File: src/rtl/txs_pkg.sv
package txs_pkg;
  localparam int ADDR_W         = 8;
  localparam int DATA_W         = 32;
  localparam int IDX_W          = 4;   // ring / register index field of the address
  localparam int ST_W           = 10;  // stored control word width
  localparam int CH_FLD_W       = 4;   // channel number field inside the control word
  localparam int ST_ACT         = 0;
  localparam int ST_CH_LSB      = 1;
  localparam int ST_MASK_LSB    = 10;  // per-bit write enables of the control word
  localparam int EMPTY_MASK_LSB = 16;  // per-ring write enables of the empty register

  localparam logic [3:0] GRP_GLB = 4'h0;
  localparam logic [3:0] GRP_WR  = 4'h1;
  localparam logic [3:0] GRP_RD  = 4'h2;
  localparam logic [3:0] GRP_ST  = 4'h3;

  localparam logic [IDX_W-1:0] IDX_CHEN  = 4'h0;
  localparam logic [IDX_W-1:0] IDX_EMPTY = 4'h1;
endpackage

File: src/rtl/txs_qregs.sv
module txs_qregs
  import txs_pkg::*;
#(
  parameter int NUM_Q  = 16,
  parameter int NUM_CH = 8,
  parameter int PTR_W  = 8
) (
  input  logic                       clk,
  input  logic                       rst_n,
  input  logic                       cfg_wr,
  input  logic [ADDR_W-1:0]          cfg_addr,
  input  logic [DATA_W-1:0]          cfg_wdata,
  output logic [DATA_W-1:0]          cfg_rdata,
  input  logic                       gnt_valid,
  input  logic [$clog2(NUM_Q)-1:0]   gnt_q,
  output logic [NUM_CH-1:0]          chan_en,
  output logic [NUM_Q-1:0]           empty_vec,
  output logic [NUM_Q-1:0]           active_vec,
  output logic [NUM_Q*CH_FLD_W-1:0]  chan_flat,
  output logic [NUM_Q*PTR_W-1:0]     rd_flat
);
  localparam int QW = $clog2(NUM_Q);

  logic [3:0]             grp;
  logic [IDX_W-1:0]       idx;
  logic                   emp_wr;
  logic [NUM_Q*PTR_W-1:0] wr_flat;
  logic [NUM_Q*ST_W-1:0]  st_flat;

  assign grp    = cfg_addr[ADDR_W-1:IDX_W];
  assign idx    = cfg_addr[IDX_W-1:0];
  assign emp_wr = cfg_wr && (grp == GRP_GLB) && (idx == IDX_EMPTY);

  always_ff @(posedge clk or negedge rst_n) begin
    if (!rst_n)
      chan_en <= '0;
    else if (cfg_wr && (grp == GRP_GLB) && (idx == IDX_CHEN))
      chan_en <= cfg_wdata[NUM_CH-1:0];
  end

  for (genvar q = 0; q < NUM_Q; q++) begin : g_ring
    logic [PTR_W-1:0] rd_q, wr_q, rd_n, wr_n;
    logic [ST_W-1:0]  st_q, st_m;
    logic             e_q, sel, wr_hit, rd_hit, st_hit, gnt_hit;

    assign sel     = (idx == IDX_W'(q));
    assign wr_hit  = cfg_wr && (grp == GRP_WR) && sel;
    assign rd_hit  = cfg_wr && (grp == GRP_RD) && sel;
    assign st_hit  = cfg_wr && (grp == GRP_ST) && sel;
    assign gnt_hit = gnt_valid && (gnt_q == QW'(q));
    assign st_m    = cfg_wdata[ST_MASK_LSB +: ST_W];

    always_comb begin
      wr_n = wr_hit ? cfg_wdata[PTR_W-1:0] : wr_q;
      if (rd_hit)
        rd_n = cfg_wdata[PTR_W-1:0];
      else if (gnt_hit)
        rd_n = rd_q + 1'b1;
      else
        rd_n = rd_q;
    end

    always_ff @(posedge clk or negedge rst_n) begin
      if (!rst_n) begin
        rd_q <= '0;
        wr_q <= '0;
        st_q <= '0;
        e_q  <= 1'b1;
      end else begin
        rd_q <= rd_n;
        wr_q <= wr_n;
        if (st_hit)
          st_q <= (st_q & ~st_m) | (cfg_wdata[ST_W-1:0] & st_m);
        if (emp_wr && cfg_wdata[EMPTY_MASK_LSB + q])
          e_q <= cfg_wdata[q];
        else if (wr_hit || rd_hit || gnt_hit)
          e_q <= (rd_n == wr_n);
      end
    end

    assign rd_flat[q*PTR_W +: PTR_W]         = rd_q;
    assign wr_flat[q*PTR_W +: PTR_W]         = wr_q;
    assign st_flat[q*ST_W +: ST_W]           = st_q;
    assign empty_vec[q]                      = e_q;
    assign active_vec[q]                     = st_q[ST_ACT];
    assign chan_flat[q*CH_FLD_W +: CH_FLD_W] = st_q[ST_CH_LSB +: CH_FLD_W];
  end

  always_comb begin
    cfg_rdata = '0;
    case (grp)
      GRP_GLB: begin
        if (idx == IDX_CHEN)       cfg_rdata = DATA_W'(chan_en);
        else if (idx == IDX_EMPTY) cfg_rdata = DATA_W'(empty_vec);
      end
      GRP_WR: if (int'(idx) < NUM_Q) cfg_rdata = DATA_W'(wr_flat[idx*PTR_W +: PTR_W]);
      GRP_RD: if (int'(idx) < NUM_Q) cfg_rdata = DATA_W'(rd_flat[idx*PTR_W +: PTR_W]);
      GRP_ST: if (int'(idx) < NUM_Q) cfg_rdata = DATA_W'(st_flat[idx*ST_W +: ST_W]);
      default: cfg_rdata = '0;
    endcase
  end
endmodule

File: src/rtl/txs_rr_arb.sv
module txs_rr_arb #(
  parameter int N = 16
) (
  input  logic                 clk,
  input  logic                 rst_n,
  input  logic [N-1:0]         req,
  input  logic                 adv,
  output logic                 gnt_valid,
  output logic [$clog2(N)-1:0] gnt_idx
);
  localparam int IW = $clog2(N);

  logic [IW-1:0] last;

  // Search starts one past the ring that was granted last on this channel.
  always_comb begin
    gnt_valid = 1'b0;
    gnt_idx   = last;
    for (int k = 1; k <= N; k++) begin
      int t;
      t = int'(last) + k;
      if (t >= N) t = t - N;
      if (!gnt_valid && req[t]) begin
        gnt_valid = 1'b1;
        gnt_idx   = IW'(t);
      end
    end
  end

  always_ff @(posedge clk or negedge rst_n) begin
    if (!rst_n)
      last <= IW'(N - 1);
    else if (adv && gnt_valid)
      last <= gnt_idx;
  end
endmodule

File: src/rtl/txs_ch_prio.sv
module txs_ch_prio #(
  parameter int NUM_CH = 8,
  parameter int IW     = 4
) (
  input  logic [NUM_CH-1:0]         ch_valid,
  input  logic [NUM_CH*IW-1:0]      ch_idx,
  output logic                      out_valid,
  output logic [$clog2(NUM_CH)-1:0] out_ch,
  output logic [IW-1:0]             out_idx
);
  localparam int CHW = $clog2(NUM_CH);

  // Ascending scan: the last hit, i.e. the highest channel, wins.
  always_comb begin
    out_valid = 1'b0;
    out_ch    = '0;
    out_idx   = '0;
    for (int c = 0; c < NUM_CH; c++) begin
      if (ch_valid[c]) begin
        out_valid = 1'b1;
        out_ch    = CHW'(c);
        out_idx   = ch_idx[c*IW +: IW];
      end
    end
  end
endmodule

File: src/rtl/txs_sched.sv
module txs_sched
  import txs_pkg::*;
#(
  parameter int NUM_Q  = 16,
  parameter int NUM_CH = 8,
  parameter int PTR_W  = 8
) (
  input  logic                      clk,
  input  logic                      rst_n,
  input  logic                      cfg_wr,
  input  logic [ADDR_W-1:0]         cfg_addr,
  input  logic [DATA_W-1:0]         cfg_wdata,
  output logic [DATA_W-1:0]         cfg_rdata,
  input  logic [NUM_CH-1:0]         ch_ready,
  output logic                      tx_valid,
  output logic [$clog2(NUM_Q)-1:0]  tx_queue,
  output logic [$clog2(NUM_CH)-1:0] tx_chan,
  output logic [PTR_W-1:0]          tx_index
);
  localparam int QW  = $clog2(NUM_Q);
  localparam int CHW = $clog2(NUM_CH);

  logic [NUM_CH-1:0]         chan_en;
  logic [NUM_Q-1:0]          empty_vec;
  logic [NUM_Q-1:0]          active_vec;
  logic [NUM_Q*CH_FLD_W-1:0] chan_flat;
  logic [NUM_Q*PTR_W-1:0]    rd_flat;
  logic [NUM_Q-1:0]          elig;
  logic [NUM_CH-1:0]         ch_valid;
  logic [NUM_CH*QW-1:0]      ch_idx;

  txs_qregs #(.NUM_Q(NUM_Q), .NUM_CH(NUM_CH), .PTR_W(PTR_W)) u_regs (
    .clk        (clk),
    .rst_n      (rst_n),
    .cfg_wr     (cfg_wr),
    .cfg_addr   (cfg_addr),
    .cfg_wdata  (cfg_wdata),
    .cfg_rdata  (cfg_rdata),
    .gnt_valid  (tx_valid),
    .gnt_q      (tx_queue),
    .chan_en    (chan_en),
    .empty_vec  (empty_vec),
    .active_vec (active_vec),
    .chan_flat  (chan_flat),
    .rd_flat    (rd_flat)
  );

  for (genvar q = 0; q < NUM_Q; q++) begin : g_elig
    logic [CH_FLD_W-1:0] cf;
    logic [CHW-1:0]      ci;
    logic                in_rng;
    assign cf      = chan_flat[q*CH_FLD_W +: CH_FLD_W];
    assign ci      = cf[CHW-1:0];
    assign in_rng  = (cf < CH_FLD_W'(NUM_CH));
    assign elig[q] = active_vec[q] && !empty_vec[q] && in_rng && chan_en[ci] && ch_ready[ci];
  end

  for (genvar c = 0; c < NUM_CH; c++) begin : g_chan
    logic [NUM_Q-1:0] req_c;
    logic             adv_c;
    always_comb begin
      for (int q = 0; q < NUM_Q; q++)
        req_c[q] = elig[q] && (chan_flat[q*CH_FLD_W +: CH_FLD_W] == CH_FLD_W'(c));
    end
    assign adv_c = tx_valid && (tx_chan == CHW'(c));
    txs_rr_arb #(.N(NUM_Q)) u_arb (
      .clk       (clk),
      .rst_n     (rst_n),
      .req       (req_c),
      .adv       (adv_c),
      .gnt_valid (ch_valid[c]),
      .gnt_idx   (ch_idx[c*QW +: QW])
    );
  end

  txs_ch_prio #(.NUM_CH(NUM_CH), .IW(QW)) u_prio (
    .ch_valid  (ch_valid),
    .ch_idx    (ch_idx),
    .out_valid (tx_valid),
    .out_ch    (tx_chan),
    .out_idx   (tx_queue)
  );

  assign tx_index = rd_flat[tx_queue*PTR_W +: PTR_W];
endmodule

File: config.mk
export PLATFORM = sky130hd
export DESIGN_NAME = txs_sched
export DESIGN_NICKNAME = d
export VERILOG_FILES = /design/src/rtl/txs_pkg.sv /design/src/rtl/txs_qregs.sv /design/src/rtl/txs_rr_arb.sv /design/src/rtl/txs_ch_prio.sv /design/src/rtl/txs_sched.sv
export SDC_FILE = /design/constraint.sdc
export NUM_CORES = 2
export LEC_CHECK = 0
export BUFFER_PORTS_ARGS = -buffer_cell sky130_fd_sc_hd__buf_2
export CAP_MARGIN = 5
export CORE_MARGIN = 1
export CORE_UTILIZATION = 40
export CTS_BUF_LIST = sky130_fd_sc_hd__clkbuf_2 sky130_fd_sc_hd__clkbuf_4 sky130_fd_sc_hd__clkbuf_8
export DETAILED_ROUTE_END_ITERATION = 8
export HOLD_SLACK_MARGIN = 0.12
export SETUP_SLACK_MARGIN = 0.1
export SYNTH_ARGS = -nofsm -noshare
export SYNTH_HDL_FRONTEND = slang
export SYNTH_SLANG_ARGS = --single-unit
File: constraint.sdc
create_clock -name clk -period 16.38 [get_ports clk]
set_input_delay 1.638 -clock clk [delete_from_list [all_inputs] [get_ports clk]]
set_output_delay 1.638 -clock clk [all_outputs]
set_load 0.01 [all_outputs]
==> Word-level counts from Yosys, hierarchy flattened <==
Cells that the tools add are included.
{ "word_totals": {"register_bits": 472, "latch_bits": 0, "ram_bits": 0, "mem_bits_ro": 0, "in_bits": 51, "output_inout_bits": 48, "wordCells": 2396, "mem_count": 0} }
{ "op_classes": {"add_sub_neg": 272, "multipliers": 1, "div_mod_pow": 0, "magnitude_cmp": 288, "n_eq_ne": 168, "shift": 4, "mux": 938, "bitwise_logic": 34, "n_reduce_logical": 618} }
{ "op_table": {"columns": ["cell", "n"], "rows": [
  ["$mux W32", 129],
  ["$ge A32 B6 Y1 const B", 128],
  ["$lt A32 B6 Y1 const B", 128],
  ["$sub A32 B6 Y32 const B", 128],
  ["$mux W4", 136],
  ["$bmux W1 S4", 128],
  ["$mux W1", 457],
  ["$logic_and A1 B1 Y1", 414],
  ["$mux W8", 48],
  ["$shiftx A128 B8 Y8", 3],
  ["$add A4 B4 Y5 const B", 64],
  ["$eq A4 B3 Y1 const B", 72],
  ["$and A10 B10 Y10", 17],
  ["$add A4 B3 Y5 const B", 32],
  ["$or A10 B10 Y10", 16],
  ["$shiftx A160 B9 Y10", 1],
  ["$eq A4 B2 Y1 const B", 38],
  ["$logic_not A1 Y1", 136],
  ["$add A8 B1 Y8 const B", 16],
  ["$eq A8 B8 Y1", 16],
  ["$pmux W32 S4", 1],
  ["$bmux W1 S3", 32],
  ["$add A4 B2 Y5 const B", 16],
  ["$eq A4 B1 Y1 const B", 19],
  ["other kinds (17)", 148]
]} }

==> Depth between registers and ports, before layout <==
{ "logic_depth": {"word_depth": 70, "depth_mapped": 30, "ltp_nobuf": 23} }

==> Hierarchy <==
A second synthesis with hierarchy kept.
{ "unflattened": {"cells_unflattened": 5730, "hier_area_um2": 52416.5} }
{ "modules_own_cells": {"columns": ["mod", "n_inst", "cells_per_inst", "area_each_um2", "seq_area_each_um2"], "rows": [
  ["txs_qregs", 1, 2812, 27796.7, 11030.6],
  ["txs_rr_arb", 8, 306, 2612.5, 105.1],
  ["txs_sched", 1, 411, 3365.7, 0.0],
  ["txs_ch_prio", 1, 59, 354.1, 0.0]
]} }

==> Least setup slack after synthesis <==
OpenSTA, ideal clock, no wires.
{ "synth_timing": {"path_type": "reg-to-output", "start": "reg g_chan[3].u_arb.last[0]", "end": "out tx_index[6]", "arrival_time_ns": 6.835, "required_ns": 14.742, "path_slack_ns": 7.907, "stages_incl_launch_ff": 25, "n_path_buf": 7, "cell_sequence": "dfstp_2 buf_2 clkinv_1 clkbuf_1 clkbuf_1 ha_1 clkbuf_1 clkbuf_1 mux4_2 o2bb2ai_1 a311oi_1 nand4_1 nor4_1 nand3_1 nor3_1 nand2_1 o21a_1 and4_1 nor2_1 clkbuf_1 clkbuf_1 o21ai_0 a211oi_1 a211oi_1 a21oi_1"} }
{ "synth_between": {"elab_chain_len": 58, "word_cells_on_any_way": 180, "cone_classes": "add/sub: 32; order compare: 16; shift: 1; mux: 101; reduce/logical: 30"} }
{ "synth_lines": {"columns": ["item", "line", "source"], "rows": [
  ["from (decl)", "txs_rr_arb.sv:13", "logic [IW-1:0] last;"],
  ["from (signal assigned)", "txs_rr_arb.sv:32", "last <= IW'(N - 1);"],
  ["from (signal assigned)", "txs_rr_arb.sv:34", "last <= gnt_idx;"],
  ["$add A4 B1 Y5", "txs_rr_arb.sv:21", "t = int'(last) + k;"],
  ["$sub A32 B6 Y32 or $ge A32 B6 Y1 (tied branches)", "txs_rr_arb.sv:22", "if (t >= N) t = t - N;"],
  ["$mux W32", "txs_rr_arb.sv:22", null],
  ["$bmux W1 S4", "txs_rr_arb.sv:23", "if (!gnt_valid && req[t]) begin"],
  ["$mux W1 (not written as such) (2 in a row)", "txs_rr_arb.sv:23", null],
  ["$mux W1", "txs_rr_arb.sv:23", null],
  ["$logic_not A1 Y1", "txs_rr_arb.sv:23", null],
  ["$logic_and A1 B1 Y1", "txs_rr_arb.sv:23", null],
  ["[... 37 more ...]", null, null],
  ["$logic_not A1 Y1", "txs_rr_arb.sv:23", null],
  ["$logic_and A1 B1 Y1", "txs_rr_arb.sv:23", null],
  ["$mux W1", "txs_rr_arb.sv:23", null],
  ["$logic_not A1 Y1", "txs_rr_arb.sv:23", null],
  ["$logic_and A1 B1 Y1", "txs_rr_arb.sv:23", null],
  ["$mux W4 or $mux W1 (tied branches)", "txs_rr_arb.sv:23", null],
  ["$mux W4 (*) (5 in a row)", "txs_ch_prio.sv:19", "if (ch_valid[c]) begin"],
  ["$shiftx A128 B8 Y8 (*)", "txs_sched.sv:84", "assign tx_index = rd_flat[tx_queue*PTR_W +: PTR_W];"],
  ["to (decl)", "txs_sched.sv:18", "output logic [PTR_W-1:0] tx_index"]
]} }
Every way passes the cells marked *; elsewhere a longest branch is shown, timed or not. The select of a mux whose other input is x is not followed.

==> Worst setup path in the final report <==
{ "layout_timing": {"start": "reg g_chan[6].u_arb.last[1]", "end": "out tx_index[6]"} }
{ "layout_between": {"elab_chain_len": 55, "word_cells_on_any_way": 177, "cone_classes": "add/sub: 32; order compare: 16; shift: 1; mux: 98; reduce/logical: 30"} }
{ "layout_lines": {"columns": ["item", "line"], "rows": [
  ["from (decl)", "txs_rr_arb.sv:13"],
  ["from (signal assigned)", "txs_rr_arb.sv:32"],
  ["from (signal assigned)", "txs_rr_arb.sv:34"],
  ["$add A4 B1 Y5", "txs_rr_arb.sv:21"],
  ["$sub A32 B6 Y32 or $ge A32 B6 Y1 (tied branches)", "txs_rr_arb.sv:22"],
  ["$mux W32", "txs_rr_arb.sv:22"],
  ["$bmux W1 S4", "txs_rr_arb.sv:23"],
  ["$mux W1 (not written as such) (2 in a row)", "txs_rr_arb.sv:23"],
  ["$mux W1", "txs_rr_arb.sv:23"],
  ["$logic_not A1 Y1", "txs_rr_arb.sv:23"],
  ["$logic_and A1 B1 Y1", "txs_rr_arb.sv:23"],
  ["[... 37 more ...]", null],
  ["$logic_not A1 Y1", "txs_rr_arb.sv:23"],
  ["$logic_and A1 B1 Y1", "txs_rr_arb.sv:23"],
  ["$mux W1", "txs_rr_arb.sv:23"],
  ["$logic_not A1 Y1", "txs_rr_arb.sv:23"],
  ["$logic_and A1 B1 Y1", "txs_rr_arb.sv:23"],
  ["$mux W4 or $mux W1 (tied branches)", "txs_rr_arb.sv:23"],
  ["$mux W4 (*) (2 in a row)", "txs_ch_prio.sv:19"],
  ["$shiftx A128 B8 Y8 (*)", "txs_sched.sv:84"]
]} }
Marked as above.

==> flow_summary.yaml <==
timing:
  layout_setup_ws_ns: 4.666
  tightestPinTransition_ns: 1.416
  clock_skew_ns: 0.08465
  slew_violations: 0
  finalCritPeriodShare_pct: 71.52
  rsz0062_at_grt: "no"
  slew_headroom_pct: 4.282
  tns_ns: 0
  period_needed_ns: 11.71
  max_freq_mhz: 85.36
  setup_viol: 0
  hold_viol_final: 0
floorplanning:
  start_util_pct: 40.30
  ios: 99
  core_area_sq_um: 135500
  die_h_um: 371.5
  die_width_um: 371.5
  die_area_sq_um: 138000
  rows: 135
finish:
  drive_above_1_share_pct: 14.15
  fin_nets: 7084
  multi_input_area_sq_um: 40340
  synthToLayoutAreaGrowth_pct: 7.477
  layout.cells.most_common: "nand2_1"
  num-fill-cells: 13790
  final_cell_mix: "1,048 x nand2_1, 630 x nor2_1, 424 x dfrtp_1, 417 x o21ai_0, 386 x a21oi_1"
  regArea_sq_um: 11870
drt:
  wire_per_inst_um: 29.95
  drt-initial-drc-count: 8266
  antenna_left: 0
  routed_wl_um: 264200
  post-route-drc-count: 0
  viasPerCell: 6.938
  num_vias: 61220
  dr.pass1.iters: 7
synth:
  ys_seq_area_share_pct: 21.74
  ys_warn_count: 0
  syn_area_sq_um: 54600
  yosys_most_used_dff: "dfrtp_1"
  ys_ff_latch: 472
  synth-xor-area-share_pct: 5.837
  synth_simple_gate_area_share_pct: 28.78
  ys_types: 113
  synth_cells: 7141
  synth_compound_area_share_pct: 23.07
  avgSynthCellArea_sq_um: 7.646
  synth-adder-area-share_pct: 1.650
  synth_mux_area_share_pct: 14.12
  synth_top_family_by_area: "simple AND/OR/NAND/NOR gates"
  synth_edf_count: 0
  async_flop_share_pct: 100.0
clock_network:
  post_cts_resized: 0
  cts_root_buffer: "clkbuf_8"
  cts.sinks: 472
  clk_latency_ns: 0.86
  clock_path_buffers: 3
  postCtsSetupBuffers: 0
  cts.clk_slew.worst_paths_ns: 0.05
  ctsHoldBuffers: 0
  cts_buffers: 93
  cts.htree.levels: 3
  tritoncts: "yes"
power_and_ir_drop:
  ir_worst_vdd_v: 0.0005412
  pwr-share-clk_pct: 14.9
  leakagePower_uw: 0.02234
  switching_share_pct: 54.92
  combPwrFrac_pct: 66.7
  p_sw_uw: 5254
  cellPowerDensity_nw_per_um2: 163.0
  internal-power_uw: 4313
  p_seq_share_pct: 18.4
global_route:
  overflow: 0
  grt_max_degree: 138
  first_global_vias: 55600
  grt_pass1_wl_um: 382400
  antenna_found_initial: 19
  grt_use_total_pct: 36.93
place:
  port_buffers: 82
  pre_cts_slack_ns: 5.770
  gp_congestion: 1.065
  hpwl_um: 194100
worst_setup_path:
  path_class: "reg2out"
  crit_fanout: 78
  critPathLaunchType: "register"
  r2r_slack_ns: 5.42
  crit_path_end_kind: "output port"
  critPathArrivalTime_ns: 10.08
  required_ns: 14.74
min_path:
  min_path_type: "reg2reg"
outcome:
  status: "complete, no violations"
run:
  cap_violations: 0
[critical path, cell delays in order, from the launching register on]
cell	delay [ns]
dfstp_2	0.91
clkinv_1	0.73
ha_1	0.57
buf_4	0.35
nor3_1	0.15
o21ai_0	0.30
nand2_1	0.21
mux4_2	0.57
a211oi_4	0.40
nand4_1	0.37
or4_1	0.75
a31o_2	0.29
a211oi_1	0.89
and4_1	0.87
nor2_4	0.05
buf_4	0.43
mux2_2	0.35
nor2_1	0.04
a211oi_1	0.44
a211oi_1	0.09
a21oi_1	0.22
buf_2	0.18
[routing by layer]
layer / vias to the layer above / GRT usage [%] / share of wire, %
met4: 10 / 22.85 / 7.3
met1: 29750 / 47.91 / 39
met3: 858 / 8.259 / 11
met5: - / 0 / 0.028
met2: 4080 / 55.58 / 43
li1: 26520 / - / -
[Yosys cell counts (55+ instances only)]
library cell | count | share of area, %
nor4_1 | 85 | 0.97
o22ai_1 | 76 | 0.87
a31oi_1 | 80 | 0.92
nand3_1 | 345 | 3.2
a211oi_1 | 103 | 1.4
a21oi_1 | 386 | 3.5
and3_1 | 80 | 0.92
ha_1 | 72 | 1.6
xnor2_1 | 244 | 3.9
o211ai_1 | 85 | 1.2
mux2_2 | 214 | 4.4
mux2i_1 | 176 | 3.2
clkbuf_1 | 388 | 2.7
dfrtp_1 | 424 | 19
xor2_1 | 118 | 1.9
or2_2 | 62 | 0.71
o21ai_0 | 417 | 3.8
nor2_1 | 635 | 4.4
nand4_1 | 144 | 1.6
mux4_2 | 157 | 6.5
nand2_1 | 1048 | 7.2
nor3_1 | 251 | 2.3
a32oi_1 | 59 | 0.95
and2_1 | 68 | 0.78
inv_1 | 108 | 0.74
buf_1 | 68 | 0.47
or3_1 | 55 | 0.63
[worst paths after layout]
path	cells past startpoint	startpoint	to
min in group asynchronous	1	rst_n	u_regs.g_ring[8].wr_q[1]$_DFF_PN0_
hold / removal	2	register	register
setup reg to reg	24	g_chan[0].u_arb.last[0]$_DFFE_PN1P_	u_regs.g_ring[0].e_q$_DFFE_PN1P_
setup / recovery	21	g_chan[6].u_arb.last[1]$_DFFE_PN1P_	tx_index[6]
hold reg to reg	2	register	register
max in group asynchronous	3	rst_n	u_regs.g_ring[14].wr_q[4]$_DFF_PN0_
[per-stage QoR]
stage	hold slack [ns]	utilization [%]	std cells	area, sq um	power [uW]
detailed placement	0.4645	41.74	8647	56540	7890
finish	0.4748	43.32	8823	58680	9567
global route	0.5026	43.31	8821	58680	9979
CTS	0.4776	43.30	8814	58660	9343
floorplan	0.4437	-	7156	54660	5889
global placement	0.4551	41.74	8647	56540	7873
[cell type report]
type,count,share of cell area (%)
multi-input combinational,6025,68.74
sequential,472,20.23
tap,1781,3.797
clock buffer,147,3.075
timing repair buffer,239,2.746
inverter,130,0.8315
clock inverter,20,0.5416
antenna,9,0.03838
[kinds of logic after synthesis]
family | count (synthesis)
and+or+nand+nor | 3166
AOI/OAI and AO/OA | 1861
buffers and inverters | 659
muxes | 547
DFF | 472
xor gates and xnor gates | 363
adders and majority gates | 72
other | 1
[power by group through the flow]
| stage | registers [uW] | clock network (uW) | logic (uW) |
|---|---|---|---|
| after floorplan | 1510 | 0 | 4380 |
| after global placement | 1750 | 0 | 6120 |
| after detailed placement | 1750 | 0 | 6140 |
| after CTS | 1730 | 1440 | 6170 |
| after global routing | 1750 | 1490 | 6730 |
| final | 1760 | 1430 | 6380 |
(Power assumes the default switching activity.)
